## config.mk

```make
export PLATFORM = sky130hd
export DESIGN_NAME = code_lock_fsm
export DESIGN_NICKNAME = d
export VERILOG_FILES = /design/src/rtl/lock_pkg.sv /design/src/rtl/lock_press_check.sv /design/src/rtl/lock_control.sv /design/src/rtl/code_lock_fsm.sv
export SDC_FILE = /design/constraint.sdc
export NUM_CORES = 1
export LEC_CHECK = 0
export BUFFER_PORTS_ARGS = -buffer_cell sky130_fd_sc_hd__buf_4
export CAP_MARGIN = 10
export CORE_AREA = 2 2 39 41
export DETAILED_ROUTE_END_ITERATION = 8
export DIE_AREA = 0 0 41 43
export GPL_TIMING_DRIVEN = 1
export MAX_ROUTING_LAYER = met4
export PLACE_DENSITY_LB_ADDON = 0.12
export SYNTH_ARGS = -nofsm -noshare
export SYNTH_HDL_FRONTEND = slang
export SYNTH_SLANG_ARGS = --single-unit
```

## constraint.sdc

```tcl
create_clock -name clk -period 2.6 [get_ports clk]
set_clock_uncertainty 0.05 [all_clocks]
set_input_delay 0.52 -clock clk [delete_from_list [all_inputs] [get_ports clk]]
set_output_delay 0.52 -clock clk [all_outputs]
set_load 0.03 [all_outputs]
```

## src/rtl/lock_pkg.sv

```systemverilog
package lock_pkg;
  localparam int NUM_COLORS = 3;
  localparam int STATE_W = 3;

  typedef enum logic [STATE_W-1:0] {
    ST_IDLE   = 3'd0,
    ST_ARMED  = 3'd1,
    ST_FIRST  = 3'd2,
    ST_SECOND = 3'd3,
    ST_THIRD  = 3'd4,
    ST_OPEN   = 3'd5
  } lockState_t;

  // color vector order: {red, green, blue}
  localparam logic [NUM_COLORS-1:0] COL_RED   = 3'b100;
  localparam logic [NUM_COLORS-1:0] COL_GREEN = 3'b010;
  localparam logic [NUM_COLORS-1:0] COL_BLUE  = 3'b001;

  typedef struct packed {
    logic hit;
    logic miss;
  } verdict_t;
endpackage

```

## src/rtl/lock_press_check.sv

```systemverilog
module lock_press_check
  import lock_pkg::*;
#(
  parameter int COLORS = NUM_COLORS
) (
  input  logic              clk,
  input  logic              rst,
  input  logic              strobe,
  input  logic [COLORS-1:0] colorIn,
  input  logic [COLORS-1:0] expectVec,
  output verdict_t          verdict
);
  logic [COLORS-1:0] bitMatch;

  genvar i;
  generate
    for (i = 0; i < COLORS; i++) begin : g_match
      assign bitMatch[i] = (colorIn[i] == expectVec[i]);
    end
  endgenerate

  always_comb begin
    verdict.hit  = strobe && (&bitMatch) && (|expectVec);
    verdict.miss = strobe && !verdict.hit;
  end


  multi_color_chk: assert property (@(posedge clk) disable iff (rst)
    ($countones(colorIn) > 1) |-> !verdict.hit);


  no_strobe_chk: assert property (@(posedge clk) disable iff (rst)
    !strobe |-> (!verdict.hit && !verdict.miss));

  expect_onehot_chk: assert property (@(posedge clk) disable iff (rst)
    $onehot0(expectVec));
endmodule

```

## src/rtl/lock_control.sv

```systemverilog
module lock_control
  import lock_pkg::*;
#(
  parameter int COLORS = NUM_COLORS
) (
  input  logic              clk,
  input  logic              rst,
  input  logic              startBtn,
  input  verdict_t          verdict,
  output logic [COLORS-1:0] expectVec,
  output logic              unlock
);
  lockState_t stateQ, stateD;

  always_ff @(posedge clk) begin
    if (rst) stateQ <= ST_IDLE;
    else     stateQ <= stateD;
  end

  always_comb begin
    stateD = stateQ;
    case (stateQ)
      ST_IDLE:   if (startBtn) stateD = ST_ARMED;
      ST_ARMED:  if (verdict.hit) stateD = ST_FIRST;  else if (verdict.miss) stateD = ST_IDLE;
      ST_FIRST:  if (verdict.hit) stateD = ST_SECOND; else if (verdict.miss) stateD = ST_IDLE;
      ST_SECOND: if (verdict.hit) stateD = ST_THIRD;  else if (verdict.miss) stateD = ST_IDLE;
      ST_THIRD:  if (verdict.hit) stateD = ST_OPEN;   else if (verdict.miss) stateD = ST_IDLE;
      default:   stateD = ST_IDLE;
    endcase
  end

  always_comb begin
    case (stateQ)
      ST_ARMED:  expectVec = COL_RED;
      ST_FIRST:  expectVec = COL_BLUE;
      ST_SECOND: expectVec = COL_GREEN;
      ST_THIRD:  expectVec = COL_RED;
      default:   expectVec = '0;
    endcase
  end

  assign unlock = (stateQ == ST_OPEN);


  open_once_chk: assert property (@(posedge clk) disable iff (rst)
    unlock |=> !unlock);


  open_after_hit_chk: assert property (@(posedge clk) disable iff (rst)
    $rose(unlock) |-> $past(verdict.hit));


  miss_to_idle_chk: assert property (@(posedge clk) disable iff (rst)
    (verdict.miss && stateQ != ST_IDLE) |=> (stateQ == ST_IDLE));


  hold_chk: assert property (@(posedge clk) disable iff (rst)
    (stateQ != ST_IDLE && stateQ != ST_OPEN && !verdict.hit && !verdict.miss)
      |=> (stateQ == $past(stateQ)));


  idle_hold_chk: assert property (@(posedge clk) disable iff (rst)
    (stateQ == ST_IDLE && !startBtn) |=> (stateQ == ST_IDLE));
endmodule

```

## src/rtl/code_lock_fsm.sv

```systemverilog
module code_lock_fsm
  import lock_pkg::*;
(
  input  logic clk,
  input  logic rst,
  input  logic startBtn,
  input  logic colorStrobe,
  input  logic redBtn,
  input  logic greenBtn,
  input  logic blueBtn,
  output logic unlock
);
  verdict_t                verdict;
  logic [NUM_COLORS-1:0]   expectVec;
  logic [NUM_COLORS-1:0]   colorVec;

  assign colorVec = {redBtn, greenBtn, blueBtn};

  lock_press_check #(.COLORS(NUM_COLORS)) i_check (
    .clk      (clk),
    .rst      (rst),
    .strobe   (colorStrobe),
    .colorIn  (colorVec),
    .expectVec(expectVec),
    .verdict  (verdict)
  );

  lock_control #(.COLORS(NUM_COLORS)) i_control (
    .clk      (clk),
    .rst      (rst),
    .startBtn (startBtn),
    .verdict  (verdict),
    .expectVec(expectVec),
    .unlock   (unlock)
  );
endmodule

```

==> results of run 1 <==
-- layout by cell type, fill, tap and decap left out --
master | Yosys | routed
nand3b_1 | 2 | 2
clkbuf_4 | 0 | 3
dfxtp_1 | 3 | 3
a211oi_1 | 2 | 2
a21oi_1 | 1 | 1
a31oi_1 | 1 | 1
nand2b_1 | 2 | 2
or2b_1 | 1 | 1
o31ai_1 | 1 | 1
inv_2 | 1 | 1
or2_2 | 1 | 1
buf_4 | 0 | 7
clkbuf_1 | 1 | 1
nor2_1 | 3 | 3
or3b_4 | 1 | 1
o311ai_1 | 1 | 1
a2111oi_4 | 1 | 1
nor4_1 | 2 | 2
mux2i_1 | 1 | 1
nor2b_1 | 1 | 1
a2bb2oi_1 | 1 | 1
nand2_1 | 1 | 1
nor3_1 | 1 | 1
-- cell families (layout without fill, tap and decap cells) --
group	count (synthesis)	count (layout)	share of synthesized area, %
flops	3	3	23.19
simple gates	15	15	35.26
compound gates	8	8	30.44
buf+inv	3	12	7.243
mux	1	1	3.865
-- final cells by class --
class	count	share of cell area, %
tap	16	5.839
timing repair buffer	7	15.33
inverter	1	1.095
multi-input combinational	24	52.55
clock buffer	4	7.664
sequential	3	17.52
-- path summary, 6_finish.rpt --
path / startpoint / endpoint / slack, ns / cells past startpoint
min reg2reg: i_control.stateQ[2]$_SDFFE_PP0P_ / i_control.stateQ[1]$_SDFFE_PP0P_ / 0.56 / 1
min: rst / i_control.stateQ[2]$_SDFFE_PP0P_ / 0.41 / 2
max reg2reg: i_control.stateQ[1]$_SDFFE_PP0P_ / i_control.stateQ[1]$_SDFFE_PP0P_ / 0.90 / 4
max: i_control.stateQ[1]$_SDFFE_PP0P_ / i_control.stateQ[1]$_SDFFE_PP0P_ / 0.90 / 4
-- power groups by stage --
| stage | Clock (mW) | Sequential, mW | Combinational (mW) |
|---|---|---|---|
| finish | 0.0830 | 0.0503 | 0.0216 |
| global route | 0.0894 | 0.0507 | 0.0235 |
| CTS | 0.0892 | 0.0503 | 0.0218 |
| detailed placement | 0 | 0.0509 | 0.0218 |
| global placement | 0 | 0.0512 | 0.0217 |
| floorplan | 0 | 0.0484 | 0.0130 |
-- layer usage --
metal  up-vias  share of wire, %  wire, um
met4         0                 0         0
li1        133                 -         -
met3         0               2.7        16
met2         6                44       262
met1       115                53       316
met5         -                 0         0
-- worst max-delay path, stage by stage, from the launching register on --
cell,delay (ns)
dfxtp_1,0.38
or3b_4,0.44
a2111oi_4,0.41
o31ai_1,0.11
a211oi_1,0.22
==> metrics.yaml, run 1 <==
hold_path:
  hp-class: "input pin to flop"
worst_setup_path:
  worstPathRequired_ns: 2.69
  critPathMaxFanout: 8
  critPathLaunchType: "flop"
  worstPathArrival_ns: 1.79
  path_class: "flop to flop"
  end_kind: "flop"
routing:
  drt_drc_violations_left: 0
  drt_iter0_drc: 10
  vias: 254
  wl_per_cell_um: 10.82
  routed_wl_um: 595
  post_drt_via_cell_ratio: 4.618
  ant_nets: 0
  drt_pass1_iterations: 4
synthesis:
  syn_avg_cell_area_um2: 8.633
  synth.distinct_cells: 22
  synth_flop_cell: "dfxtp_1"
  synth_top_area_share_pct: 23.19
  synthCells: 30
  syn_nets: 37
  seq_area_frac_synth_pct: 23.19
  synthArstFlopShare_pct: 0
  ys_warn_count: 0
  yosysTopAreaCell: "dfxtp_1"
  ys_top_cells_by_area: "dfxtp_1, a2111oi_4, a211oi_1, nand3b_1, nand2b_1"
  synth_edf_count: 0
  synthTopCellsByCount: "dfxtp_1, nor2_1"
  synthesis.area_um2: 259.0
  ys_ff_latch: 3
finish:
  layoutNonFillerInstCount: 55
  final_layout_size_suffix_gt1_share_pct: 35.90
  antenna_cells: 0
  nFillCells: 151
  top_register: "i_control.stateQ"
  top_regs: "i_control.stateQ (3)"
  regArea_um2: 60.06
  largest_reg_flops: 3
  nNetsFinal: 47
  area_delta_synth_final_pct: 32.37
  final_core_util_pct: 24.77
  multi_input_area_um2: 180.2
  finish.instance_area_um2: 342.8
sta:
  final_max_slew_viol_count: 0
  worst_pin_slew_ns: 0.4843
  max_freq_mhz: 589.2
  fin_crit_sh_pct: 65.27
  holdWs_ns: 0.4146
  slew_headroom_pct: 67.41
  hold_viol: 0
  setup_viol: 0
  worst_slack_ns: 0.9029
  min_period_ns: 1.697
  rsz0062_at_grt: "no"
  setup_tns_ns: 0
power_and_ir_drop:
  vdd_drop_max_mv: 0.08913
  p_clk_share_pct: 53.6
  cell_internal_pwr_uw: 117.6
  seq_power_share_pct: 32.5
  p_switching_uw: 37.32
  power.density_mw_per_mm2: 451.9
  finalPower_uw: 154.9
  pwr-share-comb_pct: 13.9
  power_leakage_nw: 0.1193
  netSwitchingFraction_pct: 24.09
clocking:
  htree_levels: 1
  clk_pin_slew_ns: 0.04
  hold_buffers: 0
  cts_buffers: 3
  clk_path_buf_depth: 2
  cts-root-buf: "clkbuf_4"
  cts_sinks: 3
  clk_latency_ns: 0.23
  cts_tree: "built"
  postCtsSetupBuffers: 0
  cts.repair.resized: 0
place:
  gp_congestion: 0.7141
  postPlaceCellArea_um2: 316.6
  dp_hpwl_um: 447.7
  io_buffers: 7
  place_ws_ns: 0.6755
  dp.cells: 51
global_route:
  grt.met2_usage_pct: 9.375
  grt_usage_pct: 8.000
  grt_pass1_vias: 228
  grt_first_pass_wirelength_um: 917
  overflow: 0
  met1_usage_pct: 11.46
  grt_busiest_layer: "met1"
  grtUsageMet3_pct: 0
  grt_max_degree: 9
  antenna_found_initial: 0
die:
  die_height_um: 43
  coreArea_mm2: 0.001384
  die-width_um: 41
  start_util_pct: 18.72
  die_area_mm2: 0.001763
  rows: 14
  io_pins: 8
job:
  maxCapViolCount: 0
status:
  status: "completed"
(Power assumes the default switching activity.)
==> run 2: changes to the inputs <==
--- a/config.mk
+++ b/config.mk
@@ -5,6 +5,7 @@
 export SDC_FILE = /design/constraint.sdc
 export NUM_CORES = 1
 export LEC_CHECK = 0
+export ABC_AREA = 1
 export BUFFER_PORTS_ARGS = -buffer_cell sky130_fd_sc_hd__buf_4
 export CAP_MARGIN = 10
 export CORE_AREA = 2 2 39 41
==> constraint.sdc (replaced) <==
create_clock -name clk -period 1.7 [get_ports clk]
set_clock_uncertainty 0.05 [all_clocks]
set_input_delay 0.34 -clock clk [delete_from_list [all_inputs] [get_ports clk]]
set_output_delay 0.34 -clock clk [all_outputs]
set_load 0.03 [all_outputs]
==> metrics.yaml, run 2 <==
clocking:
  cts_buffers: 3  # unchanged
  clk_path_buf_depth: 2  # unchanged
  cts_sinks: 3  # unchanged
  cts.repair.resized: 0  # unchanged
  clk_latency_ns: 0.23  # about the same
  hold_buffers: 0  # unchanged
  postCtsSetupBuffers: 0  # unchanged
  cts_tree: "built"  # unchanged
  cts-root-buf: "clkbuf_4"  # unchanged
  htree_levels: 1  # unchanged
  clk_pin_slew_ns: 0.04  # about the same
worst_setup_path:
  reg2reg_from: "i_control.stateQ[1]$_SDFFE_PP0P_"  # unchanged
  slowest_stage: "dfxtp_1"  # was or3b_4
  worstPathArrival_ns: 1.12  # was 1.79 ns
  path_class: "flop to primary output"  # was flop to flop
  worstPathRequired_ns: 1.31  # was 2.69 ns
  critPathLaunch: "i_control.stateQ[2]$_SDFFE_PP0P_"  # was i_control.stateQ[1]$_SDFFE_PP0P_
  end_kind: "primary output"  # was flop
  worstPathCellList: "inv_2, nor3_1, buf_4"  # was or3b_4, a2111oi_4, o31ai_1, a211oi_1
  slowest_delay_ns: 0.41  # was 0.44 ns
  r2r_end: "i_control.stateQ[1]$_SDFFE_PP0P_"  # unchanged
  critPathLaunchType: "flop"  # unchanged
  critPathMaxFanout: 8  # unchanged
  reg2reg_depth: 10  # was 4
  rrSetupSlack_ns: 0.29  # was 0.90 ns
synthesis:
  synth_edf_count: 0  # unchanged
  ys_warn_count: 0  # unchanged
  synth_top_area_share_pct: 25.97  # was 23.19%
  synthArstFlopShare_pct: 0  # unchanged
  seq_area_frac_synth_pct: 20.78  # was 23.19%
  ys_ff_latch: 3  # unchanged
  ys_top_cells_by_area: "nand2_1, dfxtp_1, nand3_1, inv_1, nor2_2"  # was dfxtp_1, a2111oi_4, a211oi_1, nand3b_1, nand2b_1
  synthesis.area_um2: 289.0  # was 259.0 um^2
  yosysMostFrequentCell: "nand2_1"
  synthCells: 52  # was 30
  synthTopCellsByCount: "nand2_1, nand3_1, inv_1"  # was dfxtp_1, nor2_1
  yosysTopAreaCell: "nand2_1"  # was dfxtp_1
  syn_avg_cell_area_um2: 5.558  # was 8.633 um^2
  synth_flop_cell: "dfxtp_1"  # unchanged
  synth.distinct_cells: 16  # was 22
  syn_nets: 59  # was 37
power_and_ir_drop:
  power_leakage_nw: 0.1991  # was 0.1193 nW
  vdd_drop_max_mv: 0.2509  # was 0.08913 mV
  power.density_mw_per_mm2: 638.0  # was 451.9 mW/mm^2
  finalPower_uw: 240.3  # was 154.9 uW
finish:
  final_cell_mix: "nand2_1, nand3_1, buf_4"  # was buf_4, nor2_1, clkbuf_4, dfxtp_1
  largest_reg_flops: 3  # unchanged
  antenna_cells: 0  # unchanged
  nNetsFinal: 70  # was 47
  regArea_um2: 60.06  # unchanged
  final_core_util_pct: 27.22  # was 24.77%
  layout_commonest_cell: "nand2_1"  # was buf_4
  area_delta_synth_final_pct: 30.30  # was 32.37%
  top_regs: "i_control.stateQ (3)"  # unchanged
  nFillCells: 162  # was 151
  final_layout_size_suffix_gt1_share_pct: 25.81  # was 35.90%
  multi_input_area_um2: 187.7  # was 180.2 um^2
  finish.instance_area_um2: 376.6  # was 342.8 um^2
  top_register: "i_control.stateQ"  # unchanged
sta:
  max_freq_mhz: 661.2
  fin_crit_sh_pct: 88.97
  hold_viol: 0  # unchanged
  rsz0062_at_grt: "no"  # unchanged
  min_period_ns: 1.512
  setup_viol: 0  # unchanged
  setup_tns_ns: 0  # unchanged
  slew_headroom_pct: 77.83  # was 67.41%
  worst_pin_slew_ns: 0.3321  # was 0.4843 ns
  final_max_slew_viol_count: 0  # unchanged
die:
  die-width_um: 41  # unchanged
  rows: 14  # unchanged
  coreArea_mm2: 0.001384  # unchanged
  die_area_mm2: 0.001763  # unchanged
  die_height_um: 43  # unchanged
  io_pins: 8  # unchanged
  start_util_pct: 20.89  # was 18.72%
status:
  status: "completed"  # unchanged
global_route:
  overflow: 0  # unchanged
  grt_pass1_vias: 294  # was 228
  grt_max_degree: 11  # was 9
  grt_usage_pct: 9.959  # was 8.000%
  antenna_found_initial: 0  # unchanged
  grt_first_pass_wirelength_mm: 1.173  # was 917 um
place:
  gp_congestion: 0.7345  # was 0.7141
  postPlaceCellArea_um2: 350.3  # was 316.6 um^2
  io_buffers: 7  # unchanged
  dp_hpwl_um: 542.1  # was 447.7 um
hold_path:
  hold_path_end: "i_control.stateQ[1]$_SDFFE_PP0P_"  # was i_control.stateQ[2]$_SDFFE_PP0P_
  hp-class: "input pin to flop"  # unchanged
  hp-start: "rst"  # unchanged
  min_delay_path_depth: 2  # unchanged
routing:
  routed_wl_um: 661  # was 595 um
  drt_drc_violations_left: 0  # unchanged
  drt_iter0_drc: 7  # was 10
  drt_pass1_iterations: 4  # unchanged
  wl_per_cell_um: 8.474  # was 10.82 um
  vias: 334  # was 254
  ant_nets: 0  # unchanged
  post_drt_via_cell_ratio: 4.282  # was 4.618
job:
  maxCapViolCount: 0  # unchanged
-- run 2: changes by cell type after synthesis, moves of 2 or more --
cell,delta
inv_1,+6
a211oi_1,-2
nand2b_1,-2
nand3b_1,-2
nor2_2,+2
nand3_1,+7
nand2_1,+19
-- run 2: power by group --
part / switching, mW / internal [mW]
combinational: 0.0199 / 0.0198
sequential: 0.00454 / 0.0730
clock: 0.0353 / 0.0878
total: 0.0597 / 0.181
-- run 2: layout make-up --
cell class	instances	area share, %
well taps	16	5.316
multi-input cells	40	49.83
inverters	8	7.973
repair buffers	7	13.95
clock buffers	4	6.977
flip-flops and latches	3	15.95
-- run 2: worst max-delay path, delay by kind of cell, from the launching register on --
kind | cells | cell delay, ns
buf+inv | 2 | 0.30
flops | 1 | 0.41
simple gates | 1 | 0.18
-- run 2: worst max path at each step --
stage | to | slack [ns] | cells past startpoint
finish | unlock | 0.19 | 3
global route | unlock | 0.1 | 3
CTS | unlock | 0.19 | 3
detailed placement | i_control.stateQ[1]$_SDFFE_PP0P_ | 0.29 | 10
global placement | i_control.stateQ[1]$_SDFFE_PP0P_ | 0.32 | 10
floorplan | unlock | 0.14 | 2
-- run 2: kinds of logic after synthesis --
family / after synthesis / synth area share, %
buf+inv: 9 / 14.29
flops: 3 / 20.78
simple gates: 36 / 54.98
compound gates: 4 / 9.958
-- run 2: per-stage QoR --
| step | setup WS [ns] | instances | hold slack [ns] |
|---|---|---|---|
| after global placement | 0.3158 | 74 | 0.4642 |
| final | 0.1876 | 78 | 0.2199 |
| after detailed placement | 0.2935 | 74 | 0.4591 |
| after CTS | 0.1902 | 78 | 0.2171 |
| after floorplan | 0.1420 | 52 | 0.3524 |
| after global routing | 0.09851 | 78 | 0.2120 |
-- run 2: layer usage --
metal  wire length, um  global-route usage (%)  share of wire [%]
met5                 0                       -                  0
met4                 0                   2.000                  0
met3                51                   4.712                7.7
met2               292                   14.06                 44
met1               317                   12.78                 48
